==> config.mk <==
export PLATFORM = sky130hd
export DESIGN_NAME = clkgen_load_seq
export DESIGN_NICKNAME = d
export VERILOG_FILES = /design/src/rtl/clkgen_load_pkg.sv /design/src/rtl/clkgen_load_counter.sv /design/src/rtl/clkgen_load_pattern.sv /design/src/rtl/clkgen_load_seq.sv
export SDC_FILE = /design/constraint.sdc
export NUM_CORES = 1
export LEC_CHECK = 0
export BUFFER_PORTS_ARGS = -buffer_cell sky130_fd_sc_hd__buf_2
export CAP_MARGIN = 20
export CORE_MARGIN = 1.5
export CORE_UTILIZATION = 60
export CTS_CLUSTER_SIZE = 24
export DETAILED_ROUTE_END_ITERATION = 10
export PLACE_DENSITY = 0.8
export SYNTH_ARGS = -nofsm -noshare
export SYNTH_HDL_FRONTEND = slang
export SYNTH_SLANG_ARGS = --single-unit
export TNS_END_PERCENT = 30
==> constraint.sdc <==
create_clock -name clk -period 4 [get_ports clk]
set_input_delay 0.4 -clock clk [delete_from_list [all_inputs] [get_ports clk]]
set_output_delay 0.4 -clock clk [all_outputs]
set_load 0.005 [all_outputs]
==> src/rtl/clkgen_load_pkg.sv <==
// Package: shared widths, line-state type and sequencer states for the
// serial clock-generator load sequencer. Assumes a 24-bit frame.
package clkgen_load_pkg;
    localparam int SEL_W      = 3;
    localparam int DIV_W      = 21;
    localparam int FRAME_W    = SEL_W + DIV_W;
    localparam int PRE_PAIRS  = 6;
    localparam int PRE_LEN    = PRE_PAIRS * 2;
    localparam int MARK_LEN   = 5;
    localparam int PHASES     = 4;
    localparam int DATA_LEN   = FRAME_W * PHASES;
    localparam int STOP_LEN   = 3;
    localparam int TOTAL_LEN  = PRE_LEN + MARK_LEN + DATA_LEN + STOP_LEN;
    localparam int LAST_STEP  = TOTAL_LEN - 1;
    localparam int STEP_W     = $clog2(TOTAL_LEN);
    localparam int DATA_IDX_W = $clog2(DATA_LEN);

    typedef struct packed {
        logic data;
        logic sclk;
    } line_t;

    localparam line_t LINE_IDLE = '{data: 1'b1, sclk: 1'b1};

    typedef enum logic [1:0] {
        ST_IDLE   = 2'd0,
        ST_SHIFT  = 2'd1,
        ST_SETTLE = 2'd2
    } seq_state_e;
endpackage

==> src/rtl/clkgen_load_counter.sv <==
// Module: clkgen_load_counter
// Wrapping counter that counts enabled cycles from 0 up to limit_i-1 and
// flags the final count. Assumes limit_i is at least 1 whenever en_i is high.
module clkgen_load_counter #(
    parameter int CNT_W = 16
) (
    input  logic             clk,
    input  logic             rst_n,
    input  logic             clear_i,
    input  logic             en_i,
    input  logic [CNT_W-1:0] limit_i,
    output logic             last_o
);
    logic [CNT_W-1:0] cnt_q;

    // Final count of the current window.
    assign last_o = (cnt_q == limit_i - CNT_W'(1));

    // Count up while enabled, wrap at the limit, clear on request.
    always_ff @(posedge clk) begin
        if (!rst_n || clear_i) begin
            cnt_q <= '0;
        end else if (en_i) begin
            if (last_o) cnt_q <= '0;
            else        cnt_q <= cnt_q + CNT_W'(1);
        end
    end

    AST_CNT_BELOW_LIMIT: assert property (@(posedge clk) disable iff (!rst_n)
        en_i |-> (cnt_q < limit_i));
endmodule

==> src/rtl/clkgen_load_pattern.sv <==
// Module: clkgen_load_pattern
// Maps a step index of the serial frame onto the (data, clock) line state:
// unlock preamble, start marker, four-phase data bits LSB first, stop marker.
// Pure combinational; assumes step_i never exceeds LAST_STEP.
module clkgen_load_pattern
    import clkgen_load_pkg::*;
(
    input  logic [STEP_W-1:0]  step_i,
    input  logic [FRAME_W-1:0] frame_i,
    output line_t              line_o
);
    localparam int MARK_BASE = PRE_LEN;
    localparam int DATA_BASE = PRE_LEN + MARK_LEN;
    localparam int STOP_BASE = DATA_BASE + DATA_LEN;

    logic [DATA_LEN-1:0] enc_data;
    logic [DATA_LEN-1:0] enc_clk;

    // Expand each frame bit into its complement-first four-phase pattern.
    for (genvar b = 0; b < FRAME_W; b++) begin : g_bit
        assign enc_data[b*PHASES + 0] = ~frame_i[b];
        assign enc_data[b*PHASES + 1] = ~frame_i[b];
        assign enc_data[b*PHASES + 2] =  frame_i[b];
        assign enc_data[b*PHASES + 3] =  frame_i[b];
        assign enc_clk [b*PHASES + 0] = 1'b1;
        assign enc_clk [b*PHASES + 1] = 1'b0;
        assign enc_clk [b*PHASES + 2] = 1'b0;
        assign enc_clk [b*PHASES + 3] = 1'b1;
    end

    logic [DATA_IDX_W-1:0] data_idx;
    logic [2:0]            mark_idx;
    logic [1:0]            stop_idx;

    // Offsets of the step inside the marker, data and stop segments.
    assign data_idx = DATA_IDX_W'(step_i - STEP_W'(DATA_BASE));
    assign mark_idx = 3'(step_i - STEP_W'(MARK_BASE));
    assign stop_idx = 2'(step_i - STEP_W'(STOP_BASE));

    // Select the segment the step falls into and produce its line state.
    always_comb begin
        line_o = LINE_IDLE;
        if (step_i < STEP_W'(MARK_BASE)) begin
            line_o.data = 1'b1;
            line_o.sclk = step_i[0];
        end else if (step_i < STEP_W'(DATA_BASE)) begin
            line_o.data = (mark_idx == 3'd0);
            line_o.sclk = (mark_idx == 3'd2) || (mark_idx == 3'd4);
        end else if (step_i < STEP_W'(STOP_BASE)) begin
            line_o.data = enc_data[data_idx];
            line_o.sclk = enc_clk[data_idx];
        end else begin
            line_o.data = 1'b1;
            line_o.sclk = (stop_idx != 2'd1);
        end
    end
endmodule

==> src/rtl/clkgen_load_seq.sv <==
// Module: clkgen_load_seq (top)
// Loads one 24-bit word {select, divider} into an external synthesizer over
// a two-wire serial link, holds each line state for a captured number of
// clocks, waits SETTLE cycles, then pulses done. Assumes SETTLE >= 1.
module clkgen_load_seq
    import clkgen_load_pkg::*;
#(
    parameter int HOLD_W = 16,
    parameter int SETTLE = 12_500_000
) (
    input  logic              clk,
    input  logic              rst_n,
    input  logic              start_i,
    input  logic [SEL_W-1:0]  sel_i,
    input  logic [DIV_W-1:0]  div_i,
    input  logic [HOLD_W-1:0] hold_i,
    output logic              ser_clk_o,
    output logic              ser_data_o,
    output logic              busy_o,
    output logic              done_o
);
    localparam int SETTLE_W = $clog2(SETTLE + 1);

    seq_state_e         state_q;
    logic [STEP_W-1:0]  step_q;
    logic [FRAME_W-1:0] frame_q;
    logic [HOLD_W-1:0]  hold_q;
    line_t              line_q;
    logic               done_q;

    logic               accept;
    logic [FRAME_W-1:0] frame_in;
    logic [HOLD_W-1:0]  hold_in;
    logic [STEP_W-1:0]  pat_step;
    logic [FRAME_W-1:0] pat_frame;
    line_t              pat_line;
    logic               hold_last;
    logic               settle_last;

    // Start is taken only while idle.
    assign accept   = (state_q == ST_IDLE) && start_i;
    assign frame_in = {sel_i, div_i};
    assign hold_in  = (hold_i == '0) ? HOLD_W'(1) : hold_i;

    // Pattern looks up the first step on accept, else the next step.
    assign pat_step  = (state_q == ST_IDLE) ? '0 : step_q + STEP_W'(1);
    assign pat_frame = (state_q == ST_IDLE) ? frame_in : frame_q;

    clkgen_load_pattern u_pattern (
        .step_i  (pat_step),
        .frame_i (pat_frame),
        .line_o  (pat_line)
    );

    clkgen_load_counter #(.CNT_W(HOLD_W)) u_hold_cnt (
        .clk     (clk),
        .rst_n   (rst_n),
        .clear_i (accept),
        .en_i    (state_q == ST_SHIFT),
        .limit_i (hold_q),
        .last_o  (hold_last)
    );

    clkgen_load_counter #(.CNT_W(SETTLE_W)) u_settle_cnt (
        .clk     (clk),
        .rst_n   (rst_n),
        .clear_i (state_q != ST_SETTLE),
        .en_i    (state_q == ST_SETTLE),
        .limit_i (SETTLE_W'(SETTLE)),
        .last_o  (settle_last)
    );

    // Sequencer: capture on start, step through the frame, settle, pulse done.
    always_ff @(posedge clk) begin
        if (!rst_n) begin
            state_q <= ST_IDLE;
            step_q  <= '0;
            frame_q <= '0;
            hold_q  <= HOLD_W'(1);
            line_q  <= LINE_IDLE;
            done_q  <= 1'b0;
        end else begin
            done_q <= 1'b0;
            case (state_q)
                ST_IDLE: begin
                    if (start_i) begin
                        state_q <= ST_SHIFT;
                        step_q  <= '0;
                        frame_q <= frame_in;
                        hold_q  <= hold_in;
                        line_q  <= pat_line;
                    end
                end
                ST_SHIFT: begin
                    if (hold_last) begin
                        if (step_q == STEP_W'(LAST_STEP)) begin
                            state_q <= ST_SETTLE;
                            line_q  <= LINE_IDLE;
                        end else begin
                            step_q <= step_q + STEP_W'(1);
                            line_q <= pat_line;
                        end
                    end
                end
                ST_SETTLE: begin
                    if (settle_last) begin
                        state_q <= ST_IDLE;
                        done_q  <= 1'b1;
                    end
                end
                default: state_q <= ST_IDLE;
            endcase
        end
    end

    assign ser_clk_o  = line_q.sclk;
    assign ser_data_o = line_q.data;
    assign busy_o     = (state_q != ST_IDLE);
    assign done_o     = done_q;

    AST_IDLE_LINES_HIGH: assert property (@(posedge clk) disable iff (!rst_n)
        !busy_o |-> (ser_clk_o && ser_data_o));
    AST_BUSY_AFTER_START: assert property (@(posedge clk) disable iff (!rst_n)
        (!busy_o && start_i) |=> busy_o);
    AST_STEP_IN_RANGE: assert property (@(posedge clk) disable iff (!rst_n)
        step_q <= STEP_W'(LAST_STEP));
    AST_LINES_HELD: assert property (@(posedge clk) disable iff (!rst_n)
        (state_q == ST_SHIFT && !hold_last) |=> $stable(line_q));
    AST_DONE_ONE_CYCLE: assert property (@(posedge clk) disable iff (!rst_n)
        done_o |=> !done_o);
    AST_DONE_AFTER_SETTLE: assert property (@(posedge clk) disable iff (!rst_n)
        $rose(done_o) |-> $past(state_q == ST_SETTLE));
    AST_START_IGNORED: assert property (@(posedge clk) disable iff (!rst_n)
        (busy_o && start_i) |=> $stable(frame_q));
    AST_HOLD_LOCKED: assert property (@(posedge clk) disable iff (!rst_n)
        busy_o |=> $stable(hold_q));
endmodule

# --- Word level (Yosys, flattened, before mapping) ---
# Memories as Yosys holds them, arrays and structs flattened.
# Cells that the tools add are included.
word_totals:
  register_bits: 92
  mem_bits_ro: 128
  in_bits: 43
  output_inout_bits: 4
  elab_cells: 99
  mem_count: 1
memory_table:
  columns: ["name", "words", "word_bits", "read_ports", "rd_clocked_by_memory_dff", "write_ports", "line", "source"]
  rows:
  - ["(no name shown)", 128, 1, 1, 0, 0, "clkgen_load_pattern.sv:51", "line_o.sclk = enc_clk[data_idx];"]
classes:
  n_addsub: 7
  magnitude_cmp: 4
  n_eq_ne: 14
  n_mux: 25
  bitwise: 24
  reduce_logical: 15
op_table:
  columns: ["operator", "n"]
  rows:
  - ["$mux W24", 2]
  - ["$mux W16", 2]
  - ["$mux W7", 4]
  - ["$add A24 B1 Y24 const B", 1]
  - ["$eq A24 B24 Y1 const B", 1]
  - ["$not A1 Y1", 24]
  - ["$mux W2", 10]
  - ["$add A16 B1 Y16 const B", 1]
  - ["$eq A16 B16 Y1", 1]
  - ["$logic_not A16 Y1", 1]
  - ["$sub A16 B1 Y16 const B", 1]
  - ["$pmux W7 S2", 1]
  - ["$ne A2 B2 Y1 const B", 6]
  - ["$lt A7 B8 Y1 const B", 1]
  - ["$reduce_and A4 Y1", 2]
  - ["$add A7 B1 Y7 const B", 1]
  - ["$bmux W1 S7", 1]
  - ["$eq A7 B7 Y1 const B", 1]
  - ["$lt A7 B4 Y1 const B", 1]
  - ["$lt A7 B5 Y1 const B", 1]
  - ["$lt A7 B7 Y1 const B", 1]
  - ["$sub A7 B5 Y7 const B", 1]
  - ["$pmux W2 S3", 1]
  - ["$pmux W2 S2", 1]
  - ["other kinds (16)", 22]

# --- Depth between registers and ports, before layout ---
# Gate-level depths: netlist (run 1).
depth:
  word_depth: 11
  ltp_mapped: 16
  mapped_depth_nobuf: 12

# --- Cells and area by module ---
# Synthesis (run 1) repeated with hierarchy kept, for this count alone.
hier_totals:
  cells_unflattened: 762
  area_unflattened_um2: 6247.2
by_module_without_submodules:
  columns: ["mod", "instances", "cells_per_inst", "area_per_inst_um2", "seq_area_each_um2"]
  rows:
  - ["clkgen_load_seq", 1, 291, 2448.6, 1041.0]
  - ["clkgen_load_counter (u_settle_cnt)", 1, 249, 1935.6, 480.5]
  - ["clkgen_load_counter (u_hold_cnt)", 1, 161, 1303.8, 320.3]
  - ["clkgen_load_pattern", 1, 61, 559.3, 0.0]

# --- Worst setup path after synthesis (run 1) ---
# Ideal clock, no wire load.
synth_timing:
  kind: "reg-to-reg"
  startpoint: "reg state_q[0]"
  endpoint: "reg line_q (netlist bit ser_data_o)"
  setup_time_ns: 0.086
  arrival_ns: 3.239
  required_time_ns: 3.914
  path_slack_ns: 0.676
  path_stages_with_launch: 17
  path_buffers: 4
  period_less_slack_ns: 3.324
  cell_sequence: "dfxtp_1 -> nor2_2 -> clkbuf_1 -> clkbuf_1 -> nor2_1 -> inv_1 -> ha_1 -> buf_2 -> xnor3_1 -> buf_2 -> mux2_2 -> o21ai_0 -> mux2i_1 -> mux2i_1 -> mux2i_1 -> xnor2_1 -> a211oi_1"
synth_between:
  elab_chain_cells: 11
  elab_cells_between_ends: 47
  cone_classes: "add/sub (2); order compare (3); eq/ne (3); mux (11); bitwise (24); reduce/logical (4)"
synth_lines:
  columns: ["element", "line", "source"]
  rows:
  - ["start, declared", "clkgen_load_seq.sv:24", "seq_state_e state_q;"]
  - ["start signal, assigned", "clkgen_load_seq.sv:76", "state_q <= ST_IDLE;"]
  - ["start signal, assigned", "clkgen_load_seq.sv:87", "state_q <= ST_SHIFT;"]
  - ["start signal, assigned", "clkgen_load_seq.sv:97", "state_q <= ST_SETTLE;"]
  - ["$logic_not A2 Y1", "clkgen_load_seq.sv:46, clkgen_load_seq.sv:47, clkgen_load_seq.sv:84", null]
  - ["$mux W7 / $mux W24 (equally long branches)", "clkgen_load_seq.sv:46, clkgen_load_seq.sv:47", null]
  - ["$sub A7 B5 Y7 / $not A1 Y1 (equally long branches)", "clkgen_load_pattern.sv:36, clkgen_load_pattern.sv:21, clkgen_load_pattern.sv:22", null]
  - ["$bmux W1 S7", "clkgen_load_pattern.sv:50", "line_o.data = enc_data[data_idx];"]
  - ["$mux W1 (not written as such)", "clkgen_load_pattern.sv:50", null]
  - ["$mux W2", "clkgen_load_pattern.sv:49", "end else if (step_i < STEP_W'(STOP_BASE)) begin"]
  - ["$mux W2", "clkgen_load_pattern.sv:46", "end else if (step_i < STEP_W'(DATA_BASE)) begin"]
  - ["$mux W2", "clkgen_load_pattern.sv:43", "if (step_i < STEP_W'(MARK_BASE)) begin"]
  - ["$mux W2", "clkgen_load_seq.sv:96", "if (step_q == STEP_W'(LAST_STEP)) begin"]
  - ["$mux W2", "clkgen_load_seq.sv:95", "if (hold_last) begin"]
  - ["$pmux W2 S2", "clkgen_load_seq.sv:84", "case (state_q)"]
  - ["end signal, assigned", "clkgen_load_seq.sv:91", "line_q <= pat_line;"]
  - ["end signal, assigned", "clkgen_load_seq.sv:101", "line_q <= pat_line;"]
  - ["end, declared", "clkgen_load_seq.sv:28", "line_t line_q;"]
# Parallel ways exist; a longest one is shown, timed or not. The select of a mux whose other input is x is not followed.
# A chain may end at the register's enable or synchronous reset.

# --- Worst setup path after layout (run 1) ---
# Same ends and word-level chain as after synthesis.

==> impl_results.md, run 1 <==
- Leading cell types in the layout, fill and taps excluded: 119 x nand2_1, 92 x dfxtp_1, 64 x nor2_1
- DRT Wirelength: approximately 11000 um
- Seq/Total Area, Yosys: 0.364
- Cell mode on critical path: mux2i_1
- Detailed-route DRC error count: 0
- Cell at the root of the clock tree: clkbuf_8
- Horiz. Die Dim: 94.8 um
- Synth async-reset ratio: 0
- CP top delay family: multiplexers
- Number of nets at the end of the flow: 712
- Post-detailed-placement half-perimeter wirelength: 8140 um
- Post-CTS Setup Repair Bufs: 0
- Initial antenna violation count: 0
- Kind of end point of the critical path: flop
- Transition time at the pin with the least slew margin: 884 ps
- DRC violation total after the first TritonRoute iteration: 188
- Placer's final routability congestion estimate: between 0.9 and 1
- Cell Area, Placed: 5340 um^2
- Ordered cell list for the critical path: nor2_2 > clkinv_1 > nand2_1 > ha_1 > xnor3_1 > mux2_2 > o21ai_0 > mux2i_1 > mux2i_1 > mux2i_1 > xnor2_1 > a211oi_1
- Prevailing post-synth register cell: dfxtp_1
- Num CTS Buffers: 9
- Number of buffers inserted by port buffering: 46
- Total Routing Usage GR: 0.260
- Switch Pwr: 0.502 mW
- Headroom to the max-slew limit: 0.406
- Clock-pin slew reported for the worst setup and hold paths after clock tree synthesis: 90 ps
- Overall Power: 1.88 mW
- Register bit count reported by yosys: 92
- Most frequent standard cell in the layout excluding fill and tap cells: nand2_1
- Row Count: 33
- EDFF count, synth: 0
- Arrival @ worst endpoint: 3730 ps
- Synthesis warning total: 0
- Starting density of the core: 0.618
- Floorplan die area: roughly 9000 um^2
- Area grow syn2layout: 9.75%
- Required time reported for the critical path endpoint: 4280 ps
- Mapped Area: 5050 um^2
- CTS tree: done
- Critical Path Slowest Stage Cell: xnor3_1
- Library cells used by synthesis: 64
- Part of the total power dissipated in sequential elements: 0.515
- F_max: 290 MHz
- Hold-fix buffers at CTS: 0
- Final setup TNS: 0 ps
- Detailed-route via count: 4441
- Number of global-route vias before repair: 4150
- Share of total power in combinational logic: 0.134
- Antenna diodes: 0
- Result of the run: finished clean
- Static Leak: approximately 2.2 nW
- First-pass GRT wire length: about 18000 um
- Period Utilization, post-route: 0.862
- Post-synth net total: 678
- TritonRoute pass-1 iters: 5
- Count of buffer and inverter cells on the critical path: 1
- Share of cells above drive strength 1: 0.144
- Critical Path Max Stage Delay: roughly 640 ps
- Number of setup violations in the final report: 0
- Clock sink count: between 90 and 100
- Final Instance Area: 5550 um^2
- VDD IR max: 168 uV
- Type of element launching the critical path: flop
- Source-to-sink clock delay at the later pin of the worst-skew pair: 370 ps
- Worst Path Max Fanout: 14
- RSZ-0062 raised after global routing: false
- Pre-CTS setup slack: 616 ps
- Die Y: 94.8 um
- Worst setup slack after layout: ~550 ps
- Power share of the clock group: 0.350
- Max-slew violations: 0
- Final period demand of the worst path: 3450 ps
- Number of H-tree levels: 3
- Cell-internal power: 1.38 mW
- PwrDens: approximately 340 nW/um^2
- Largest buffer count on any clock path: 2
- Post-route clock skew: approximately 12 ps
- Area of the placeable core: 8180 um^2
- Total congestion overflow: 0
- Number of hold-slack violations in the final timing report: 0
- Hold crit path type: input port to flop
- Resize count post-CTS: 0
- Synthesized area per cell: 8.06 um^2
- CP Class: flop to flop
- Largest net degree at the start of global routing: 47
- Mean number of vias per cell: 5.76
- Reported max-cap violation count: 0
- Number of cells produced by synthesis: 627
- Routed Antenna Nets: 0
- I/O pins: 47
- WL/cell: 14.3 um
- Share of total power consumed by net switching: 0.267
[kinds of logic after synthesis]
| family | share of synthesized area |
|---|---|
| XOR/XNOR | 0.120 |
| AO/OA/AOI/OAI | 0.117 |
| multiplexers | 0.0673 |
| AND/OR/NAND/NOR | 0.277 |
| adder cells (fa/ha/maj) | 0.0198 |
| buffers and inverters | 0.0349 |
| flip-flops | 0.364 |
[through the flow]
step / hold slack (ps) / std cells / util
4_1_cts: 257 / 771 / 0.679
3_3_place_gp: 445 / 755 / 0.653
5_1_grt: 271 / 771 / 0.679
2_1_floorplan: 426 / 627 / -
6_report: 259 / 771 / 0.679
3_5_place_dp: 444 / 755 / 0.653
[per-layer routing]
layer  GRT usage  routed length (um)
met1       0.316                4920
met2       0.456                5500
met3      0.0386                 385
met4       0.103                 202
met5           0                   0
[synthesized netlist by cell type, types with 3 or more instances]
| library cell | instances | area [um^2] |
|---|---|---|
| or4_1 | 3 | 22.5 |
| inv_1 | 9 | 33.8 |
| o31ai_1 | 3 | 22.5 |
| nand2_1 | 119 | 447 |
| mux2_2 | 6 | 67.6 |
| o21ai_0 | 10 | 50.1 |
| nand3_1 | 27 | 135 |
| and2_1 | 5 | 31.3 |
| buf_2 | 6 | 30.0 |
| nor3_1 | 13 | 65.1 |
| a21oi_1 | 54 | 270 |
| nor2_1 | 64 | 240 |
| nor4_1 | 4 | 25.0 |
| dfxtp_1 | 92 | 1840 |
| a31oi_1 | 3 | 18.8 |
| xnor2_1 | 24 | 210 |
| xor2_1 | 40 | 350 |
| ha_1 | 8 | 100 |
| nor2b_1 | 3 | 18.8 |
| mux2i_1 | 25 | 250 |
| clkbuf_1 | 22 | 82.6 |
| nand4_1 | 15 | 93.8 |
| and3_1 | 12 | 75.1 |
| nand2b_1 | 6 | 37.5 |
[cell type report]
type / count / area (um^2)
Multi-Input combinational cell: 494 / 3040
Fill cell: 695 / 2630
Sequential cell: 92 / 1840
Timing Repair Buffer: 54 / 290
Clock buffer: 11 / 151
Tap cell: 105 / 131
Clock inverter: 5 / 58.8
Inverter: 10 / 37.5
[flip-flops by register name, summed over array words and instances (netlist names)]
signal,flops
frame_q,24
u_settle_cnt.cnt_q,24
hold_q,16
u_hold_cnt.cnt_q,16
step_q,7
state_q,2
done_o,1
ser_clk_o,1
ser_data_o,1
[worst reg2reg max path, stage by stage (launching register included)]
cell,delay [ps]
dfxtp_1,360
nor2_2,450
clkinv_1,190
nand2_1,170
ha_1,210
xnor3_1,640
mux2_2,400
o21ai_0,180
mux2i_1,110
mux2i_1,210
mux2i_1,130
xnor2_1,140
a211oi_1,180
[path summary, 6_finish.rpt]
| check | from | slack, ps | to | cells past startpoint |
|---|---|---|---|---|
| max | state_q[0] | 550 | ser_data_o | 12 |
| max reg2reg | state_q[0] | 550 | ser_data_o | 12 |
| min | div_i[0] | 260 | frame_q[0] | 3 |
| min reg2reg | frame_q[19] | 460 | frame_q[19] | 2 |
[power by group through the flow]
stage               combinational (mW)  sequential, mW  clock, mW
floorplan                        0.191           0.979          0
global placement                 0.242           0.988          0
detailed placement               0.252           0.989          0
CTS                              0.253           0.968      0.666
global route                     0.280           0.972      0.705
finish                           0.252           0.968      0.658
(Power assumes the default switching activity.)
==> run 2, diff against run 1 <==
--- a/config.mk
+++ b/config.mk
@@ -8,10 +8,10 @@
 export BUFFER_PORTS_ARGS = -buffer_cell sky130_fd_sc_hd__buf_2
 export CAP_MARGIN = 20
 export CORE_MARGIN = 1.5
-export CORE_UTILIZATION = 60
+export CORE_UTILIZATION = 64
 export CTS_CLUSTER_SIZE = 24
 export DETAILED_ROUTE_END_ITERATION = 10
-export PLACE_DENSITY = 0.8
+export PLACE_DENSITY_LB_ADDON = 0.15
 export SYNTH_ARGS = -nofsm -noshare
 export SYNTH_HDL_FRONTEND = slang
 export SYNTH_SLANG_ARGS = --single-unit
==> constraint.sdc (replaced) <==
create_clock -name clk -period 4.02 [get_ports clk]
set_input_delay 0.402 -clock clk [delete_from_list [all_inputs] [get_ports clk]]
set_output_delay 0.402 -clock clk [all_outputs]
set_load 0.005 [all_outputs]
==> run 2 against run 1 <==
  * Sequential cell count unchanged
  * Count of clock-buffer cells in the layout shrank 1
  * Critical path depth did not move
  * Clock power rose by 8.1%
  * Worst setup slack worse by 51 ps
  * Clock skew down 3.7 ps
  * First-iteration DRC count fell by 16%
  * Final area is 0.20% higher
  * Combinational power about the same
  * Largest cell class unchanged
  * Largest power group unchanged
==> impl_results.md, run 2 (same netlist as run 1, synthesis figures left out) <==
- Ordered cell list for the critical path: nor2_2 > clkinv_1 > nand2_1 > ha_1 > buf_4 > xnor3_1 > mux2_2 > o21ai_0 > mux4_2 > mux2i_1 > a211oi_1 > a211oi_1
- Num CTS Buffers: 9
- Pre-CTS setup slack: 580 ps
- Starting density of the core: 0.658
- Number of global-route vias before repair: about 4300
- Horiz. Die Dim: 91.9 um
- Clock-pin slew reported for the worst setup and hold paths after clock tree synthesis: 90 ps
- Arrival @ worst endpoint: 3790 ps
- PwrDens: 346 nW/um^2
- Hold crit path type: input port to flop
- Crit Reg-Reg Startpoint: state_q[0]
- TritonRoute pass-1 iters: 5
- Share of cells above drive strength 1: 0.143
- Critical Path Max Stage Delay: 660 ps
- Post-route met1 wirelength: 4990 um
- Number of buffers inserted by port buffering: 46
- Kind of end point of the critical path: flop
- Post-detailed-placement half-perimeter wirelength: between 7000 and 8000 um
- Leading cell types in the layout, fill and taps excluded: 119 x nand2_1, 92 x dfxtp_1, 64 x nor2_1
- Routed Antenna Nets: 0
- Total length of routed met3 wires: 568 um
- Period Utilization, post-route: 0.876
- Type of element launching the critical path: flop
- Most frequent standard cell in the layout excluding fill and tap cells: nand2_1
- Post-CTS Setup Repair Bufs: 0
- Number of cells in the finished layout apart from fillers: about 770
- Final period demand of the worst path: 3520 ps
- Overall Power: between 1.5 and 2 mW
- Number of cells on the worst reg-to-reg path: 12
- Die Y: 91.9 um
- Worst Path Max Fanout: 12
- DRC violation total after the first TritonRoute iteration: approximately 160
- Max Used Layer: met4
- Initial antenna violation count: 0
- Area grow syn2layout: 9.98%
- Max-slew violations: 0
- Dpl cells: 751
- Number of setup violations in the final report: 0
- I/O pins: 47
- Static Leak: between 2 and 2.5 nW
- WL/cell: 14.5 um
- Area of the placeable core: 7690 um^2
- Biggest registers after layout: frame_q: 24 flops, u_settle_cnt.cnt_q: 24 flops
- Worst Hold Path EP: frame_q[4]
- Cell Area, Placed: 5330 um^2
- Post-layout util: 0.723
- Register-to-register setup slack: 500 ps
- Detailed-route via count: 4417
- Result of the run: finished clean
- VDD IR max: between 200 and 250 uV
- Worst Hold Launch: div_i[4]
- Cell mode on critical path: a211oi_1
- CP Class: flop to flop
- Floorplan die area: between 8000 and 9000 um^2
- Required time reported for the critical path endpoint: 4290 ps
- Hold-fix buffers at CTS: 0
- Largest buffer count on any clock path: 2
- Clock sink count: 92
- Post-route clock skew: 7.82 ps
- Number of nets at the end of the flow: 711
- Resize count post-CTS: 0
- Total Routing Usage GR: 0.280
- Row Count: 32
- RSZ-0062 raised after global routing: false
- Worst setup slack after layout: 500 ps
- Total congestion overflow: 0
- Reg-to-reg endpoint: ser_data_o
- Cell at the root of the clock tree: clkbuf_8
- Source-to-sink clock delay at the later pin of the worst-skew pair: between 300 and 400 ps
- Cell depth of the worst min-delay path: 3
- Number of hold-slack violations in the final timing report: 0
- Largest net degree at the start of global routing: 48
- Headroom to the max-slew limit: 0.418
- Final Instance Area: 5560 um^2
- F_max: between 200 and 300 MHz
- Critical Path Slowest Stage Cell: xnor3_1
- Number of H-tree levels: 3
- Placer's final routability congestion estimate: 0.880
- Detailed-route DRC error count: 0
- Final setup TNS: 0 ps
- Reported max-cap violation count: 0
- CTS tree: done
- Final-layout worst hold slack: between 200 and 300 ps
- First-pass GRT wire length: between 15000 and 20000 um
- DRT Wirelength: 11100 um
- Transition time at the pin with the least slew margin: 866 ps
- Metal2 WL: 5380 um
- Antenna diodes: 0
- Mean number of vias per cell: 5.76
[run 2: changes by cell type in the layout (fill, tap and decap cells not counted)]
cell,delta
buf_4,-1
clkinv_4,+3
clkinv_2,-1
clkinvlp_4,-2
clkbuf_8,-1
bufinv_16,+1
[run 2: layout make-up]
class                   instances  area (um^2)
well taps                     102          128
multi-input cells             494         3040
flip-flops and latches         92         1840
clock buffers                  10          138
clock inverters                 6         95.1
repair buffers                 53          283
fillers                       612         2130
inverters                      10         37.5
[run 2: worst max-delay path, delay by kind of cell, from the launching register on]
| family | cells | cell delay [ps] |
|---|---|---|
| multiplexers | 3 | 880 |
| XOR/XNOR | 1 | 660 |
| AND/OR/NAND/NOR | 2 | 460 |
| AO/OA/AOI/OAI | 3 | 450 |
| buffers and inverters | 2 | 440 |
| flip-flops | 1 | 380 |
| adder cells (fa/ha/maj) | 1 | 170 |
[run 2: how the worst max path moves through the flow]
stage	cells after the start	endpoint	start	slack (ps)
2_1_floorplan	16	ser_data_o	state_q[0]	700
3_5_place_dp	12	ser_data_o	state_q[0]	580
4_1_cts	12	ser_data_o	state_q[0]	530
3_3_place_gp	12	ser_data_o	state_q[0]	790
5_1_grt	12	ser_data_o	state_q[0]	190
6_report	12	ser_data_o	state_q[0]	500
[run 2: routing by layer]
layer | vias up | GRT usage
li1 | 2228 | -
met1 | 2062 | 0.355
met2 | 108 | 0.485
met3 | 19 | 0.0481
met4 | 0 | 0.0821
met5 | - | 0
[run 2: report_power, final]
part / switching [mW] / internal, mW / total [mW]
clock network: 0.338 / 0.373 / 0.711
logic: 0.142 / 0.110 / 0.251
registers: 0.0264 / 0.937 / 0.963
total: 0.506 / 1.42 / 1.93
==> run 3, diff against run 2 <==
==> constraint.sdc (replaced) <==
create_clock -name clk -period 4.36 [get_ports clk]
set_input_delay 0.436 -clock clk [delete_from_list [all_inputs] [get_ports clk]]
set_output_delay 0.436 -clock clk [all_outputs]
set_load 0.005 [all_outputs]
==> run 3 against run 2 <==
  * Clock skew increased by 6.8 ps
  * Combinational power decreased by 8.8%
  * Worst setup slack improved by 37 ps
  * Non-clock buffer count decreased by 3
  * First-iteration DRC count increased by 17%
==> impl_results.md, run 3 (same netlist as run 1, synthesis figures left out) <==
- CTS tree: done
- CP Class: flop to flop
- Worst Hold Launch: div_i[17]
- Area grow syn2layout: 8.81%
- Number of nets at the end of the flow: 708
- Number of hold-slack violations in the final timing report: 0
- Largest net degree at the start of global routing: 48
- Post-CTS Setup Repair Bufs: 0
- Number of buffers inserted by port buffering: 46
- Overall Power: between 1.5 and 2 mW
- Crit Reg-Reg Startpoint: state_q[0]
- WL/cell: 14.3 um
- Post-detailed-placement half-perimeter wirelength: 7890 um
- Area of the placeable core: 7690 um^2
- Clock sink count: between 90 and 100
- Largest buffer count on any clock path: 2
- TritonRoute pass-1 iters: 4
- Result of the run: finished clean
- Sequential cell area: 1840 um^2
- GRT busiest layer: met2
- Number of global-route vias before repair: around 4200
- Source-to-sink clock delay at the later pin of the worst-skew pair: 370 ps
- Post-route clock skew: 14.6 ps
- Reported max-cap violation count: 0
- Total congestion overflow: 0
- Fillers: 615
- DRT Wirelength: 10900 um
- Cell at the root of the clock tree: clkbuf_8
- Headroom to the max-slew limit: 0.347
- Reg-to-reg endpoint: ser_data_o
- Final period demand of the worst path: 3820 ps
- Worst Hold Path EP: frame_q[17]
- Routed Antenna Nets: 0
- Kind of end point of the critical path: flop
- Most frequent standard cell in the layout excluding fill and tap cells: nand2_1
- Worst Path Max Fanout: 25
- RSZ-0062 raised after global routing: false
- Period Utilization, post-route: 0.877
- Cell depth of the worst min-delay path: 3
- Final setup TNS: 0 ps
- Hold-fix buffers at CTS: 0
- First-pass GRT wire length: 18700 um
- F_max: 262 MHz
- VDD IR max: around 180 uV
- Placer's final routability congestion estimate: 0.863
- Die Y: 91.9 um
- Initial antenna violation count: 0
- Type of element launching the critical path: flop
- Antenna diodes: 0
- Area of combinational cells with multiple inputs: 3040 um^2
- Number of H-tree levels: 3
- Floorplan die area: 8440 um^2
- DRC violation total after the first TritonRoute iteration: 184
- Number of setup violations in the final report: 0
- Row Count: 32
- Required time reported for the critical path endpoint: 4650 ps
- Hold crit path type: input port to flop
- Starting density of the core: 0.658
- Transition time at the pin with the least slew margin: 973 ps
- Register-to-register setup slack: 540 ps
- Num CTS Buffers: 9
- Resize count post-CTS: 0
- Clock-pin slew reported for the worst setup and hold paths after clock tree synthesis: around 100 ps
- Total Routing Usage GR: 0.272
- Leading cell types in the layout, fill and taps excluded: 119 x nand2_1, 92 x dfxtp_1, 64 x nor2_1
- Met3 Usage GRT: 0.0498
- Horiz. Die Dim: 91.9 um
- I/O pins: 47
- Share of cells above drive strength 1: 0.139
- Detailed-route via count: 4395
- Number of cells on the worst reg-to-reg path: 12
- Mean number of vias per cell: 5.75
- Static Leak: roughly 2.2 nW
- Max-slew violations: 0
- Met2 Usage GRT: 0.449
- Met1 GRT Util: 0.356
- PwrDens: 306 nW/um^2
- Detailed-route DRC error count: 0
- Biggest registers after layout: frame_q: 24 flops, u_settle_cnt.cnt_q: 24 flops
- Arrival @ worst endpoint: 4110 ps
run 3: cell count changes in the layout (fill, tap and decap cells not counted):
cell	before	now
clkinvlp_4	0	1
bufinv_16	2	0
inv_8	0	1
buf_4	7	4
inv_6	1	0
clkbuf_8	10	11
run 3: final cells by class:
cell class	instances	share of cell area
Inverter	10	0.00682
Timing Repair Buffer	50	0.0473
Clock inverter	5	0.00819
Clock buffer	11	0.0275
Sequential cell	92	0.335
Tap cell	102	0.0232
Multi-Input combinational cell	494	0.552
run 3: report_power, final:
group	switching (mW)	total (mW)	internal [mW]
clock	0.322	0.567	0.246
sequential	0.0241	0.888	0.864
combinational	0.129	0.229	0.0996
run 3: critical path, stage by stage, from the launching register on:
cell and delay (ps):
dfxtp_1 370, nor2_2 110, buf_4 250, clkinv_1 220, nand2_1 170, ha_1 490, xnor3_1 770, mux2_2 400
o21ai_0 200, mux4_2 300, mux2i_1 180, a211oi_1 90, a211oi_1 190
run 3: routing by layer:
metal / share of wire / wire length, um
met1: 0.47 / 5090
met3: 0.039 / 426
met5: 0 / 0
met2: 0.47 / 5160
met4: 0.022 / 236
run 3: stage by stage:
step           hold WS (ps)  instances  setup WS, ps  utilization  area, um^2
3_5_place_dp            450        748           615        0.690        5300
6_report                295        764           537        0.715        5500
4_1_cts                 286        764           581        0.715        5500
3_3_place_gp            445        748           850        0.690        5300
5_1_grt                 293        764           273        0.715        5500
2_1_floorplan           426        627          1040            -        5050
run 3: worst max path at each step:
stage / start / slack (ps) / cells past startpoint / endpoint
global placement: state_q[0] / 850 / 12 / ser_data_o
detailed placement: state_q[0] / 610 / 12 / ser_data_o
CTS: state_q[0] / 580 / 12 / ser_data_o
finish: state_q[0] / 540 / 12 / ser_data_o
global route: state_q[0] / 270 / 12 / ser_data_o
floorplan: state_q[0] / 1040 / 16 / ser_data_o
